**src/rtl/tmr_pkg.sv**
```systemverilog
package tmr_pkg;
  typedef enum logic [1:0] {
    TM_13B    = 2'b00,
    TM_16B    = 2'b01,
    TM_RELOAD = 2'b10,
    TM_SPLIT  = 2'b11
  } tmr_mode_e;

  localparam int CFG_W = 4;
  localparam int NUM_T = 2;
endpackage

```
**src/rtl/tmr_sync.sv**
```systemverilog
module tmr_sync #(
  parameter int W      = 2,
  parameter int STAGES = 2   // at least 2
) (
  input  logic         clk,
  input  logic         rst,
  input  logic [W-1:0] d_i,
  output logic [W-1:0] q_o
);
  logic [STAGES-1:0][W-1:0] stg;

  always_ff @(posedge clk) begin
    if (rst) stg <= '0;
    else     stg <= {stg[STAGES-2:0], d_i};
  end

  assign q_o = stg[STAGES-1];
endmodule

```
**src/rtl/tmr_unit.sv**
```systemverilog
module tmr_unit
  import tmr_pkg::*;
#(
  parameter int BYTE_W = 8,
  parameter int PRE_W  = 5
) (
  input  logic              clk,
  input  logic              rst,
  input  tmr_mode_e         mode_i,
  input  logic              inc_lo_i,
  input  logic              inc_hi_i,
  input  logic              wr_lo_i,
  input  logic              wr_hi_i,
  input  logic [BYTE_W-1:0] wr_data_i,
  output logic [BYTE_W-1:0] lo_o,
  output logic [BYTE_W-1:0] hi_o,
  output logic              ovf_o,
  output logic              ovf_hi_o
);
  localparam logic [PRE_W-1:0]    PRE_ONE  = 1;
  localparam logic [BYTE_W-1:0]   BYTE_ONE = 1;
  localparam logic [2*BYTE_W-1:0] WORD_ONE = 1;

  logic [BYTE_W-1:0]   lo_q, hi_q, lo_n, hi_n;
  logic [2*BYTE_W-1:0] word_n;
  logic                any_wr, cnt_lo, cnt_hi;

  assign any_wr = wr_lo_i | wr_hi_i;
  assign cnt_lo = inc_lo_i & ~any_wr;
  assign cnt_hi = inc_hi_i & ~any_wr;

  always_comb begin
    lo_n     = lo_q;
    hi_n     = hi_q;
    ovf_o    = 1'b0;
    ovf_hi_o = 1'b0;
    word_n   = {hi_q, lo_q} + WORD_ONE;
    unique case (mode_i)
      TM_13B: if (cnt_lo) begin
        if (&lo_q[PRE_W-1:0]) begin
          lo_n[PRE_W-1:0] = '0;
          hi_n            = hi_q + BYTE_ONE;
          ovf_o           = &hi_q;
        end else begin
          lo_n[PRE_W-1:0] = lo_q[PRE_W-1:0] + PRE_ONE;
        end
      end
      TM_16B: if (cnt_lo) begin
        {hi_n, lo_n} = word_n;
        ovf_o        = &{hi_q, lo_q};
      end
      TM_RELOAD: if (cnt_lo) begin
        if (&lo_q) begin
          lo_n  = hi_q;
          ovf_o = 1'b1;
        end else begin
          lo_n  = lo_q + BYTE_ONE;
        end
      end
      TM_SPLIT: begin
        if (cnt_lo) begin
          lo_n  = lo_q + BYTE_ONE;
          ovf_o = &lo_q;
        end
        if (cnt_hi) begin
          hi_n     = hi_q + BYTE_ONE;
          ovf_hi_o = &hi_q;
        end
      end
      default: ;
    endcase
    if (wr_lo_i) lo_n = wr_data_i;
    if (wr_hi_i) hi_n = wr_data_i;
  end

  always_ff @(posedge clk) begin
    if (rst) begin
      lo_q <= '0;
      hi_q <= '0;
    end else begin
      lo_q <= lo_n;
      hi_q <= hi_n;
    end
  end

  assign lo_o = lo_q;
  assign hi_o = hi_q;


  wrap13_chk: assert property (@(posedge clk) disable iff (rst)
    (ovf_o && !any_wr && mode_i == TM_13B) |=> (hi_q == '0 && lo_q[PRE_W-1:0] == '0));

  wrap16_chk: assert property (@(posedge clk) disable iff (rst)
    (ovf_o && !any_wr && mode_i == TM_16B) |=> ({hi_q, lo_q} == '0));

  reload_chk: assert property (@(posedge clk) disable iff (rst)
    (ovf_o && !any_wr && mode_i == TM_RELOAD) |=> (lo_q == $past(hi_q) && $stable(hi_q)));
endmodule

```
**src/rtl/tmr_pair_top.sv**
```systemverilog
module tmr_pair_top
  import tmr_pkg::*;
#(
  parameter int BYTE_W      = 8,
  parameter int PRE_W       = 5,
  parameter int SYNC_STAGES = 2
) (
  input  logic                clk,
  input  logic                rst,
  input  logic                tick_i,
  input  logic [2*CFG_W-1:0]  mode_cfg_i,
  input  logic [1:0]          run_i,
  input  logic [1:0]          cnt_pin_i,
  input  logic [1:0]          irq_pin_i,
  input  logic [3:0]          wr_sel_i,
  input  logic [BYTE_W-1:0]   wr_data_i,
  input  logic [1:0]          flag_clr_i,
  output logic [2*BYTE_W-1:0] t0_cnt_o,
  output logic [2*BYTE_W-1:0] t1_cnt_o,
  output logic [1:0]          flag_o,
  output logic                baud_pulse_o
);
  logic [NUM_T-1:0]  cnt_lvl, cnt_prev, cnt_fall, irq_lvl;
  logic [NUM_T-1:0]  gate, src, en, ev;
  tmr_mode_e         md [NUM_T];
  logic [NUM_T-1:0]  inc_lo, inc_hi, ovf, ovf_hi;
  logic [BYTE_W-1:0] lo_w [NUM_T];
  logic [BYTE_W-1:0] hi_w [NUM_T];
  logic              t0_split, set1;
  logic [1:0]        flag_q;
  logic              baud_q;

  tmr_sync #(.W(NUM_T), .STAGES(SYNC_STAGES)) u_cnt_sync (
    .clk(clk), .rst(rst), .d_i(cnt_pin_i), .q_o(cnt_lvl));
  tmr_sync #(.W(NUM_T), .STAGES(SYNC_STAGES)) u_irq_sync (
    .clk(clk), .rst(rst), .d_i(irq_pin_i), .q_o(irq_lvl));

  always_ff @(posedge clk) begin
    if (rst) cnt_prev <= '0;
    else     cnt_prev <= cnt_lvl;
  end
  assign cnt_fall = cnt_prev & ~cnt_lvl;

  always_comb begin
    for (int i = 0; i < NUM_T; i++) begin
      gate[i] = mode_cfg_i[CFG_W*i+3];
      src[i]  = mode_cfg_i[CFG_W*i+2];
      md[i]   = tmr_mode_e'(mode_cfg_i[CFG_W*i +: 2]);
      ev[i]   = src[i] ? cnt_fall[i] : tick_i;
      en[i]   = run_i[i] & (~gate[i] | irq_lvl[i]);
    end
  end

  assign t0_split  = (md[0] == TM_SPLIT);
  assign inc_lo[0] = ev[0] & en[0];
  assign inc_hi[0] = t0_split & tick_i & run_i[1];
  assign inc_lo[1] = ev[1] & en[1] & (md[1] != TM_SPLIT);
  assign inc_hi[1] = 1'b0;

  for (genvar gi = 0; gi < NUM_T; gi++) begin : g_unit
    tmr_unit #(.BYTE_W(BYTE_W), .PRE_W(PRE_W)) u_unit (
      .clk(clk), .rst(rst), .mode_i(md[gi]),
      .inc_lo_i(inc_lo[gi]), .inc_hi_i(inc_hi[gi]),
      .wr_lo_i(wr_sel_i[2*gi]), .wr_hi_i(wr_sel_i[2*gi+1]),
      .wr_data_i(wr_data_i),
      .lo_o(lo_w[gi]), .hi_o(hi_w[gi]),
      .ovf_o(ovf[gi]), .ovf_hi_o(ovf_hi[gi]));
  end

  assign set1 = t0_split ? ovf_hi[0] : (ovf[1] | ovf_hi[1]);

  always_ff @(posedge clk) begin
    if (rst) begin
      flag_q <= '0;
      baud_q <= 1'b0;
    end else begin
      flag_q[0] <= ovf[0] | (flag_q[0] & ~flag_clr_i[0]);
      flag_q[1] <= set1   | (flag_q[1] & ~flag_clr_i[1]);
      baud_q    <= ovf[1];
    end
  end

  assign t0_cnt_o     = {hi_w[0], lo_w[0]};
  assign t1_cnt_o     = {hi_w[1], lo_w[1]};
  assign flag_o       = flag_q;
  assign baud_pulse_o = baud_q;


  flag_clr_chk: assert property (@(posedge clk) disable iff (rst)
    (flag_clr_i[0] && !ovf[0]) |=> !flag_q[0]);

  t1_hold_chk: assert property (@(posedge clk) disable iff (rst)
    (md[1] == TM_SPLIT && wr_sel_i[3:2] == 2'b00) |=> ($stable(t1_cnt_o) && !baud_q));

  split_flag_chk: assert property (@(posedge clk) disable iff (rst)
    (t0_split && !ovf_hi[0] && !flag_q[1]) |=> !flag_q[1]);

  run_hold_chk: assert property (@(posedge clk) disable iff (rst)
    (!run_i[0] && wr_sel_i[1:0] == 2'b00) |=> $stable(t0_cnt_o[BYTE_W-1:0]));
endmodule

```
**config.mk**
```make
export PLATFORM = sky130hd
export DESIGN_NAME = tmr_pair_top
export DESIGN_NICKNAME = d
export VERILOG_FILES = /design/src/rtl/tmr_pkg.sv /design/src/rtl/tmr_sync.sv /design/src/rtl/tmr_unit.sv /design/src/rtl/tmr_pair_top.sv
export SDC_FILE = /design/constraint.sdc
export NUM_CORES = 1
export LEC_CHECK = 0
export BUFFER_PORTS_ARGS = -buffer_cell sky130_fd_sc_hd__buf_2
export CAP_MARGIN = 20
export CORE_ASPECT_RATIO = 2
export CORE_UTILIZATION = 40
export DETAILED_ROUTE_END_ITERATION = 8
export HOLD_SLACK_MARGIN = 0.12
export PLACE_DENSITY = 0.71
export SLEW_MARGIN = 15
export SYNTH_ARGS = -nofsm -noshare
export SYNTH_HDL_FRONTEND = slang
export SYNTH_SLANG_ARGS = --single-unit
```
**constraint.sdc**
```tcl
create_clock -name clk -period 5.1 [get_ports clk]
set_input_delay 1.275 -clock clk [delete_from_list [all_inputs] [get_ports clk]]
set_output_delay 1.275 -clock clk [all_outputs]
set_load 0.005 [all_outputs]
```
==> qor.txt, run 1 <==
=======================================================================================
Layout Utilization .......................................................        0.493
Crit path largest cell delay .............................................      0.54 ns
EDFF count, synth ........................................................            0
Data arrival time of the critical path ...................................      3.30 ns
Critical Path Source Type ................................................   input port
Kind of end point of the critical path ...................................         flop
Synthesized instance count ...............................................          367
Post-CTS setup buffer count ..............................................            0
Register area share after synthesis ......................................        0.308
Total number of placement rows ...........................................           43
Most frequent cells in the layout ........................................ sky130_fd_sc_hd__buf_2 (65), sky130_fd_sc_hd__dfxtp_1 (45), sky130_fd_sc_hd__nand2_1 (37)
Pwr dens .................................................................   253 mW/mm²
PortBufs .................................................................           65
Setup TNS ................................................................         0 ns
Final RePlAce weighted congestion ........................................        0.928
Number of vias after detailed routing ....................................        3,121
Top fanout value on the critical path ....................................           14
Final net count ..........................................................          467
Hold_buf cts .............................................................            0
Netlist Area Pre-Place ...................................................  0.00292 mm²
Met2 track utilization from global routing ...............................        0.482
Horizontal extent of the die .............................................      62.5 µm
Number of slew-limit violations in the final report ......................            0
Required time at the endpoint of the critical path .......................      5.25 ns
Vias per cell ............................................................         6.05
Total wire length after detailed routing .................................      9.34 mm
Drt wl/cell ..............................................................      18.1 µm
Max-cap viol count .......................................................            0
Vert. Die Dim ............................................................       123 µm
Main synth FF type ....................................................... sky130_fd_sc_hd__dfxtp_1
Slew at the pin closest to its max-slew limit ............................     0.836 ns
Reg2Reg Capture Point .................................................... flag_o[1]$_SDFF_PP0_
Worst-path clk slew ......................................................      0.06 ns
Top post-synthesis cells by area ......................................... sky130_fd_sc_hd__dfxtp_1 (31%), sky130_fd_sc_hd__nand2_1 (4.7%), sky130_fd_sc_hd__ha_1 (4.7%)
Worst Hold Slack .........................................................     0.439 ns
Antenna violations before repair .........................................            0
Cell leakage power .......................................................      1.41 nW
Min Tclk post-route ......................................................      3.15 ns
Overall routing resource usage ...........................................        0.255
Fraction of met3 tracks used by global routing ...........................       0.0360
Via count of the first global-routing pass ...............................        2,980
Max rail drop VDD ........................................................       158 µV
Worst Hold Depth .........................................................            1
Hold Path End ............................................................ u_cnt_sync.q_o[1]$_SDFF_PP0_
Number of remaining DRC errors ...........................................            0
Overflow left after global routing .......................................            0
Register-to-Register Path Depth ..........................................            8
Maximum count of clock buffers along a single path .......................            2
Hpwl dp ..................................................................      7.08 mm
Final worst-path cycle share .............................................        0.618
Fraction of synthesized cell area taken by the top area cell type ........        0.308
Leading cell type in the layout, fill and taps excluded .................. sky130_fd_sc_hd__buf_2
Number of setup violations in the final report ...........................            0
I/O pin total ............................................................           66
Effective utilization at floorplan .......................................        0.418
Cell type of the slowest stage on the worst timing path .................. sky130_fd_sc_hd__a2111oi_2
Clock tree root buffer cell .............................................. sky130_fd_sc_hd__clkbuf_16
Most used routing layer in global routing ................................         met2
Clock latency on the worst-skew pair .....................................      0.29 ns
Final clock skew .........................................................   0.00746 ns
Number of warning messages in the yosys log ..............................            0
Synthesis-to-layout area growth ..........................................        18.0%
Reg2Reg Setup Slack ......................................................      2.60 ns
FFs w/ async S/R, synth ..................................................            0
Core footprint ...........................................................  0.00699 mm²
Slew Limit Headroom ......................................................        0.438
RR Startpoint ............................................................ g_unit[1].u_unit.lo_o[0]$_SDFFE_PP0P_
Number of different library cells in the post-synthesis netlist ..........           64
Number of sinks driven by the clock tree .................................           45
Cell type with the highest aggregate area in the netlist ................. sky130_fd_sc_hd__dfxtp_1
Post-synth net total .....................................................          409
Global-route wire length before repair ...................................      15.0 mm
Flip-flop and latch count after synthesis ................................           45
First-pass iteration count of the detailed router ........................            4
Largest net degree at the start of global routing ........................           43
Path type of the worst setup path ........................................       in2reg
Syn avg cell area ........................................................     7.97 µm²
Cells traversed along the worst timing path .............................. buf_2 -> a2111oi_2 -> nand3_1 -> o21ai_1 -> o211a_1 -> nor3_2
Fraction of final layout cells with drive strength greater than 1 ........        0.218
Setup repair after global routing missed its margin ......................           no
Result of the run ........................................................ finished, final reports clean
Top achievable clock speed ...............................................    0.317 GHz
Hold/Removal Path Class ..................................................      reg2reg
Worst Min Path Start ..................................................... u_cnt_sync.stg[1]$_SDFF_PP0_
Number of clock buffers inserted by TritonCTS ............................            5
Routed Antenna Nets ......................................................            0
Met1 routing resource usage after global routing .........................        0.252
Area of the die ..........................................................  0.00768 mm²
CTS tree .................................................................         done
Antenna Cells ............................................................            0
Max H-tree Level .........................................................            2
Final count of hold timing violations ....................................            0
Number of violations reported at the end of detailed-routing iteration 0 .          242
Resized Gates After CTS ..................................................            0
=======================================================================================
## report_power, final
group / total (mW) / switching, mW / internal (mW)
Sequential: 0.404 / 0.0324 / 0.372
Combinational: 0.143 / 0.0831 / 0.0599
Clock: 0.325 / 0.145 / 0.180
Total: 0.872 / 0.261 / 0.612
## registers in the layout, indices dropped and copies added, names as in the netlist
name	cells
g_unit.u_unit.hi_o	16
g_unit.u_unit.lo_o	16
cnt_prev	2
flag_o	2
u_cnt_sync.q_o	2
u_cnt_sync.stg	2
u_irq_sync.q_o	2
u_irq_sync.stg	2
baud_pulse_o	1
## final cells by class
class                   count  area (µm²)
clock buffers               5         125
clock inverters             3        17.5
fillers                   712        3540
inverters                  18        67.6
multi-input cells         290        1900
flip-flops and latches     45         901
well taps                  90         113
repair buffers             65         325
## metrics by stage
stage | std cells | power [mW] | cell area (µm²) | worst slack, ns
6_report | 516 | 0.872 | 3450 | 1.95
2_1_floorplan | 367 | 0.489 | 2920 | 2.22
4_1_cts | 516 | 0.876 | 3450 | 2.02
5_1_grt | 516 | 0.909 | 3450 | 1.90
3_3_place_gp | 508 | 0.549 | 3310 | 1.73
3_5_place_dp | 508 | 0.553 | 3310 | 1.71
## how the worst max path moves through the flow
stage                             start                                     to  depth (start not counted)
final                       wr_sel_i[3]  g_unit[1].u_unit.lo_o[7]$_SDFFE_PP0P_                          6
after CTS                   wr_sel_i[3]  g_unit[1].u_unit.lo_o[7]$_SDFFE_PP0P_                          6
after global placement      wr_sel_i[3]  g_unit[1].u_unit.lo_o[5]$_SDFFE_PP0P_                          6
after floorplan           mode_cfg_i[1]  g_unit[0].u_unit.lo_o[6]$_SDFFE_PP0P_                          8
after global routing        wr_sel_i[3]  g_unit[1].u_unit.lo_o[6]$_SDFFE_PP0P_                          6
after detailed placement    wr_sel_i[3]  g_unit[1].u_unit.lo_o[5]$_SDFFE_PP0P_                          6
## critical path, delay by kind of cell
kind,cells,cell delay [ns]
AO/OA/AOI/OAI,3,1.28
AND/OR/NAND/NOR,2,0.55
buffers and inverters,1,0.20
## cells by family (layout without fill, tap and decap cells)
| logic type | after synthesis | in the layout | synth area share |
|---|---|---|---|
| AND/OR/NAND/NOR | 156 | 156 | 0.293 |
| AO/OA/AOI/OAI | 108 | 108 | 0.261 |
| flip-flops | 45 | 45 | 0.308 |
| buffers and inverters | 32 | 91 | 0.0419 |
| adder cells (fa/ha/maj) | 11 | 11 | 0.0471 |
| XOR/XNOR | 9 | 9 | 0.0270 |
| multiplexers | 6 | 6 | 0.0222 |
## per-layer routing
metal | wire (µm) | vias to the layer above
met3 | 419 | 38
met2 | 5010 | 133
met5 | 0 | -
li1 | - | 1481
met1 | 3330 | 1469
met4 | 583 | 0
## synthesized netlist by cell type (2+ instances only)
master and number:
sky130_fd_sc_hd__dfxtp_1 45, sky130_fd_sc_hd__nand2_1 37, sky130_fd_sc_hd__nor2_1 32, sky130_fd_sc_hd__a21oi_1 18, sky130_fd_sc_hd__inv_1 18, sky130_fd_sc_hd__nor2b_1 16
sky130_fd_sc_hd__o21ai_1 15, sky130_fd_sc_hd__a31oi_1 14, sky130_fd_sc_hd__nand3_1 14, sky130_fd_sc_hd__clkbuf_1 12, sky130_fd_sc_hd__ha_1 11, sky130_fd_sc_hd__nand4_1 9
sky130_fd_sc_hd__a221oi_1 8, sky130_fd_sc_hd__o21ai_0 8, sky130_fd_sc_hd__and3_1 7, sky130_fd_sc_hd__nor3_1 6, sky130_fd_sc_hd__or3_1 6, sky130_fd_sc_hd__a22oi_1 5
sky130_fd_sc_hd__mux2i_1 5, sky130_fd_sc_hd__nand2b_1 5, sky130_fd_sc_hd__xnor2_1 5, sky130_fd_sc_hd__a211oi_1 4, sky130_fd_sc_hd__a32oi_1 4, sky130_fd_sc_hd__xor2_1 4
sky130_fd_sc_hd__nand3_2 3, sky130_fd_sc_hd__o211ai_1 3, sky130_fd_sc_hd__a2111oi_2 2, sky130_fd_sc_hd__a211o_1 2, sky130_fd_sc_hd__a21boi_1 2, sky130_fd_sc_hd__and4_1 2
sky130_fd_sc_hd__buf_2 2, sky130_fd_sc_hd__nand2_2 2, sky130_fd_sc_hd__nand3b_1 2, sky130_fd_sc_hd__nor3_2 2, sky130_fd_sc_hd__nor4_1 2, sky130_fd_sc_hd__o2111ai_1 2
sky130_fd_sc_hd__o211a_1 2, sky130_fd_sc_hd__o21a_1 2, sky130_fd_sc_hd__o21bai_1 2, sky130_fd_sc_hd__o311ai_1 2, sky130_fd_sc_hd__o31ai_1 2
Power figures use the tool's default switching activity.
==> run 2: changes to the inputs <==
- ABC_AREA: unset -> 1
- PLACE_DENSITY: 0.71 -> 0.7
- clock period: 5.1 -> 3.2 ns (I/O delays scaled with it)
==> run 2 against run 1 <==
  * Die area rose by 20%
  * Worst setup slack lost 1.1 ns
  * Power up 71%
  * Cell count grew 42%
  * Clock skew shrank 0.0027 ns
  * Hold slack got worse by 0.035 ns
  * Register-to-register slack got worse by 1.8 ns
  * Wire length grew 23%
  * Via count up 27%
  * Global-route usage up 1.2 points
  * Combinational power increased by 120%
  * Critical path type is now reg2reg
  * Largest cell class unchanged
==> qor.txt, run 2 <==
=======================================================================================
Cell with the most instances after synthesis ............................. sky130_fd_sc_hd__nand2_1
Max rail drop VDD ........................................................       251 µV   +59%
Setup repair after global routing missed its margin ......................           no
Global-route wire length before repair ...................................      18.0 mm   +20%
Power share of the combinational group ...................................        0.211   +0.047
Clock latency on the worst-skew pair .....................................      0.29 ns   about the same
Max H-tree Level .........................................................            2   unchanged
Number of clock buffers inserted by TritonCTS ............................            5   unchanged
Final net count ..........................................................          675   +45%
Number of remaining DRC errors ...........................................            0   unchanged
Vert. Die Dim ............................................................       134 µm   +9.4%
Kind of end point of the critical path ...................................         flop
Family of cells with the greatest summed delay on the critical path ...... simple AND/OR/NAND/NOR gates
Area of the multi-input gates ............................................  0.00220 mm²   +16%
First-pass iteration count of the detailed router ........................            5   +1
Post-synth net total .....................................................          615   +50%
Top post-synthesis cells by area ......................................... sky130_fd_sc_hd__dfxtp_1 (26%), sky130_fd_sc_hd__nand2_1 (16%), sky130_fd_sc_hd__nand3_1 (9.7%)
Worst-path clk slew ......................................................      0.07 ns   about the same
Sequential group share of total power ....................................        0.432   -0.032
Flip-flop and latch count after synthesis ................................           45   unchanged
Pwr dens .................................................................   371 mW/mm²   +47%
Area used by sequential logic in the layout ..............................      901 µm²   unchanged
Fraction of final layout cells with drive strength greater than 1 ........        0.186   -0.0319
Design internal power ....................................................      1.02 mW   +66%
Leading cell type in the layout, fill and taps excluded .................. sky130_fd_sc_hd__nand2_1
Switching part of the total power ........................................        0.320   +0.0212
Critical Path Source Type ................................................         flop
Total number of placement rows ...........................................           48   +12%
Final worst-path cycle share .............................................        0.736
Final clock skew .........................................................   0.00477 ns   -0.00269 ns
Top achievable clock speed ...............................................    0.425 GHz
FFs w/ async S/R, synth ..................................................            0   unchanged
Total wire length after detailed routing .................................      11.5 mm   +23%
Via count of the first global-routing pass ...............................        3,753   +26%
Synthesized instance count ...............................................          573   +56%
Horizontal extent of the die .............................................      68.2 µm   +9.3%
Number of warning messages in the yosys log ..............................            0   unchanged
Data arrival time of the critical path ...................................      2.53 ns   -0.77 ns
Clock tree root buffer cell .............................................. sky130_fd_sc_hd__clkbuf_16
Cell leakage power .......................................................      2.02 nW   +44%
Result of the run ........................................................ finished, final reports clean
Synthesis-to-layout area growth ..........................................        14.8%
I/O pin total ............................................................           66   unchanged
Routed Antenna Nets ......................................................            0   unchanged
Number of setup violations in the final report ...........................            0   unchanged
Hpwl dp ..................................................................      9.23 mm   +30%
Final WS setup ...........................................................     0.846 ns   -1.10 ns
Setup TNS ................................................................         0 ns   unchanged
Main synth FF type ....................................................... sky130_fd_sc_hd__dfxtp_1
Fill cells ...............................................................          970   +36%
Largest net degree at the start of global routing ........................           23   -47%
Overflow left after global routing .......................................            0   unchanged
Number of violations reported at the end of detailed-routing iteration 0 .          325   +34%
Final RePlAce weighted congestion ........................................        0.924   -0.39%
Max-cap viol count .......................................................            0   unchanged
Hold_buf cts .............................................................            0   unchanged
Resized Gates After CTS ..................................................            0   unchanged
Final count of hold timing violations ....................................            0   unchanged
Antenna violations before repair .........................................            0   unchanged
Number of sinks driven by the clock tree .................................           45   unchanged
Required time at the endpoint of the critical path .......................      3.38 ns   -1.87 ns
Core footprint ...........................................................  0.00859 mm²   +23%
Effective utilization at floorplan .......................................        0.409   -0.00941
Cell type with the highest aggregate area in the netlist ................. sky130_fd_sc_hd__dfxtp_1
Most frequent cells in the layout ........................................ sky130_fd_sc_hd__nand2_1 (153), sky130_fd_sc_hd__inv_1 (73), sky130_fd_sc_hd__nor2_1 (68), sky130_fd_sc_hd__nand3_1 (68), sky130_fd_sc_hd__buf_2 (65)
Antenna Cells ............................................................            0   unchanged
Hold/Removal Path Class ..................................................      reg2reg
Path type of the worst setup path ........................................      reg2reg
Slew Limit Headroom ......................................................        0.639   +0.202
Overall routing resource usage ...........................................        0.266   +0.0115
Vias per cell ............................................................         5.40   -11%
Slew at the pin closest to its max-slew limit ............................     0.537 ns   -0.299 ns
Number of different library cells in the post-synthesis netlist ..........           45   -30%
Post-CTS setup buffer count ..............................................            0   unchanged
EDFF count, synth ........................................................            0   unchanged
Portion of total power attributed to the clock network ...................        0.356   -0.016
Register area share after synthesis ......................................        0.257   -0.0514
Cells traversed along the worst timing path .............................. ha_1 -> nand2_1 -> nor2_2 -> ha_1 -> nor2_1 -> nor2_4 -> nand2_8 -> clkinv_2 -> nand3_1 -> nand2_1 -> a21oi_1
Top fanout value on the critical path ....................................           11   -3
Min Tclk post-route ......................................................      2.35 ns
Number of slew-limit violations in the final report ......................            0   unchanged
PortBufs .................................................................           65   unchanged
Number of vias after detailed routing ....................................        3,957   +27%
CTS tree .................................................................         done
Setup slack at placement .................................................     0.781 ns   -0.926 ns
P_sw .....................................................................       478 µW   +84%
Netlist Area Pre-Place ...................................................  0.00351 mm²   +20%
Area of the die ..........................................................  0.00918 mm²   +20%
Cell type of the slowest stage on the worst timing path .................. sky130_fd_sc_hd__dfxtp_1
Fraction of synthesized cell area taken by the top area cell type ........        0.257   -0.0514
Syn avg cell area ........................................................     6.12 µm²   -23%
Crit path largest cell delay .............................................      0.47 ns   -0.07 ns
Maximum count of clock buffers along a single path .......................            2   unchanged
Drt wl/cell ..............................................................      15.7 µm   -14%
CP bufs+invs .............................................................            1   unchanged
Most common library cells after synthesis ................................ sky130_fd_sc_hd__nand2_1 (153), sky130_fd_sc_hd__inv_1 (73), sky130_fd_sc_hd__nand3_1 (68), sky130_fd_sc_hd__nor2_1 (68), sky130_fd_sc_hd__dfxtp_1 (45)
=======================================================================================
==> run 2: cell types whose count changed after synthesis, moves of 12 or more <==
cell                      before  now
sky130_fd_sc_hd__a21oi_1      18   30
sky130_fd_sc_hd__a31oi_1      14    2
sky130_fd_sc_hd__inv_1        18   73
sky130_fd_sc_hd__nand2_1      37  153
sky130_fd_sc_hd__nand3_1      14   68
sky130_fd_sc_hd__nor2_1       32   68
sky130_fd_sc_hd__nor2b_1      16    0
sky130_fd_sc_hd__o21ai_1      15    3
==> run 2: logic make-up after synthesis <==
| logic type | after synthesis | share of synthesized area |
|---|---|---|
| simple gates | 349 | 0.466 |
| xor+xnor | 8 | 0.0200 |
| compound gates | 64 | 0.102 |
| buf+inv | 96 | 0.116 |
| fa+ha+maj | 11 | 0.0392 |
| flops | 45 | 0.257 |
==> run 2: layout make-up <==
type,count,area share
clock buffer,6,0.0345
tap,100,0.0310
clock inverter,1,0.00186
sequential,45,0.224
inverter,83,0.0798
timing repair buffer,66,0.0826
multi-input combinational,432,0.547
==> run 2: metrics by stage <==
step                total power [mW]  cells  utilization  cell area [µm²]  hold WS [ns]
CTS                             1.50    733        0.469             4030         0.408
floorplan                      0.853    573            -             3510         0.388
global route                    1.57    733        0.469             4030         0.424
global placement               0.966    726        0.452             3880         0.390
finish                          1.50    733        0.469             4030         0.404
detailed placement             0.971    726        0.452             3880         0.399
==> run 2: metal layers <==
metal / vias up / GRT usage / part of all wire
li1: 1957 / - / -
met1: 1773 / 0.254 / 0.33
met2: 171 / 0.480 / 0.55
met3: 56 / 0.0296 / 0.051
met4: 0 / 0.212 / 0.075
met5: - / 0 / 0
==> run 2: worst min-delay path: stages, from the launching register on <==
cell,delay [ns]
sky130_fd_sc_hd__dfxtp_1,0.30
sky130_fd_sc_hd__inv_1,0.04
sky130_fd_sc_hd__nor2_1,0.03
==> run 2: power groups by stage <==
| stage | registers [mW] | clock network, mW | logic (mW) |
|---|---|---|---|
| final | 0.646 | 0.533 | 0.316 |
| after global routing | 0.651 | 0.561 | 0.354 |
| after CTS | 0.645 | 0.542 | 0.316 |
| after detailed placement | 0.657 | 0 | 0.314 |
| after global placement | 0.657 | 0 | 0.309 |
| after floorplan | 0.644 | 0 | 0.209 |
==> run 2: final timing paths <==
path                                                             from                                    end  slack [ns]  depth (start not counted)
worst max-delay path            g_unit[0].u_unit.lo_o[0]$_SDFFE_PP0P_  g_unit[0].u_unit.hi_o[2]$_SDFFE_PP0P_        0.85                         11
worst min-delay path                     u_irq_sync.stg[1]$_SDFF_PP0_           u_irq_sync.q_o[1]$_SDFF_PP0_        0.40                          2
worst max register to register  g_unit[0].u_unit.lo_o[0]$_SDFFE_PP0P_  g_unit[0].u_unit.hi_o[2]$_SDFFE_PP0P_        0.85                         11
worst min register to register           u_irq_sync.stg[1]$_SDFF_PP0_           u_irq_sync.q_o[1]$_SDFF_PP0_        0.40                          2
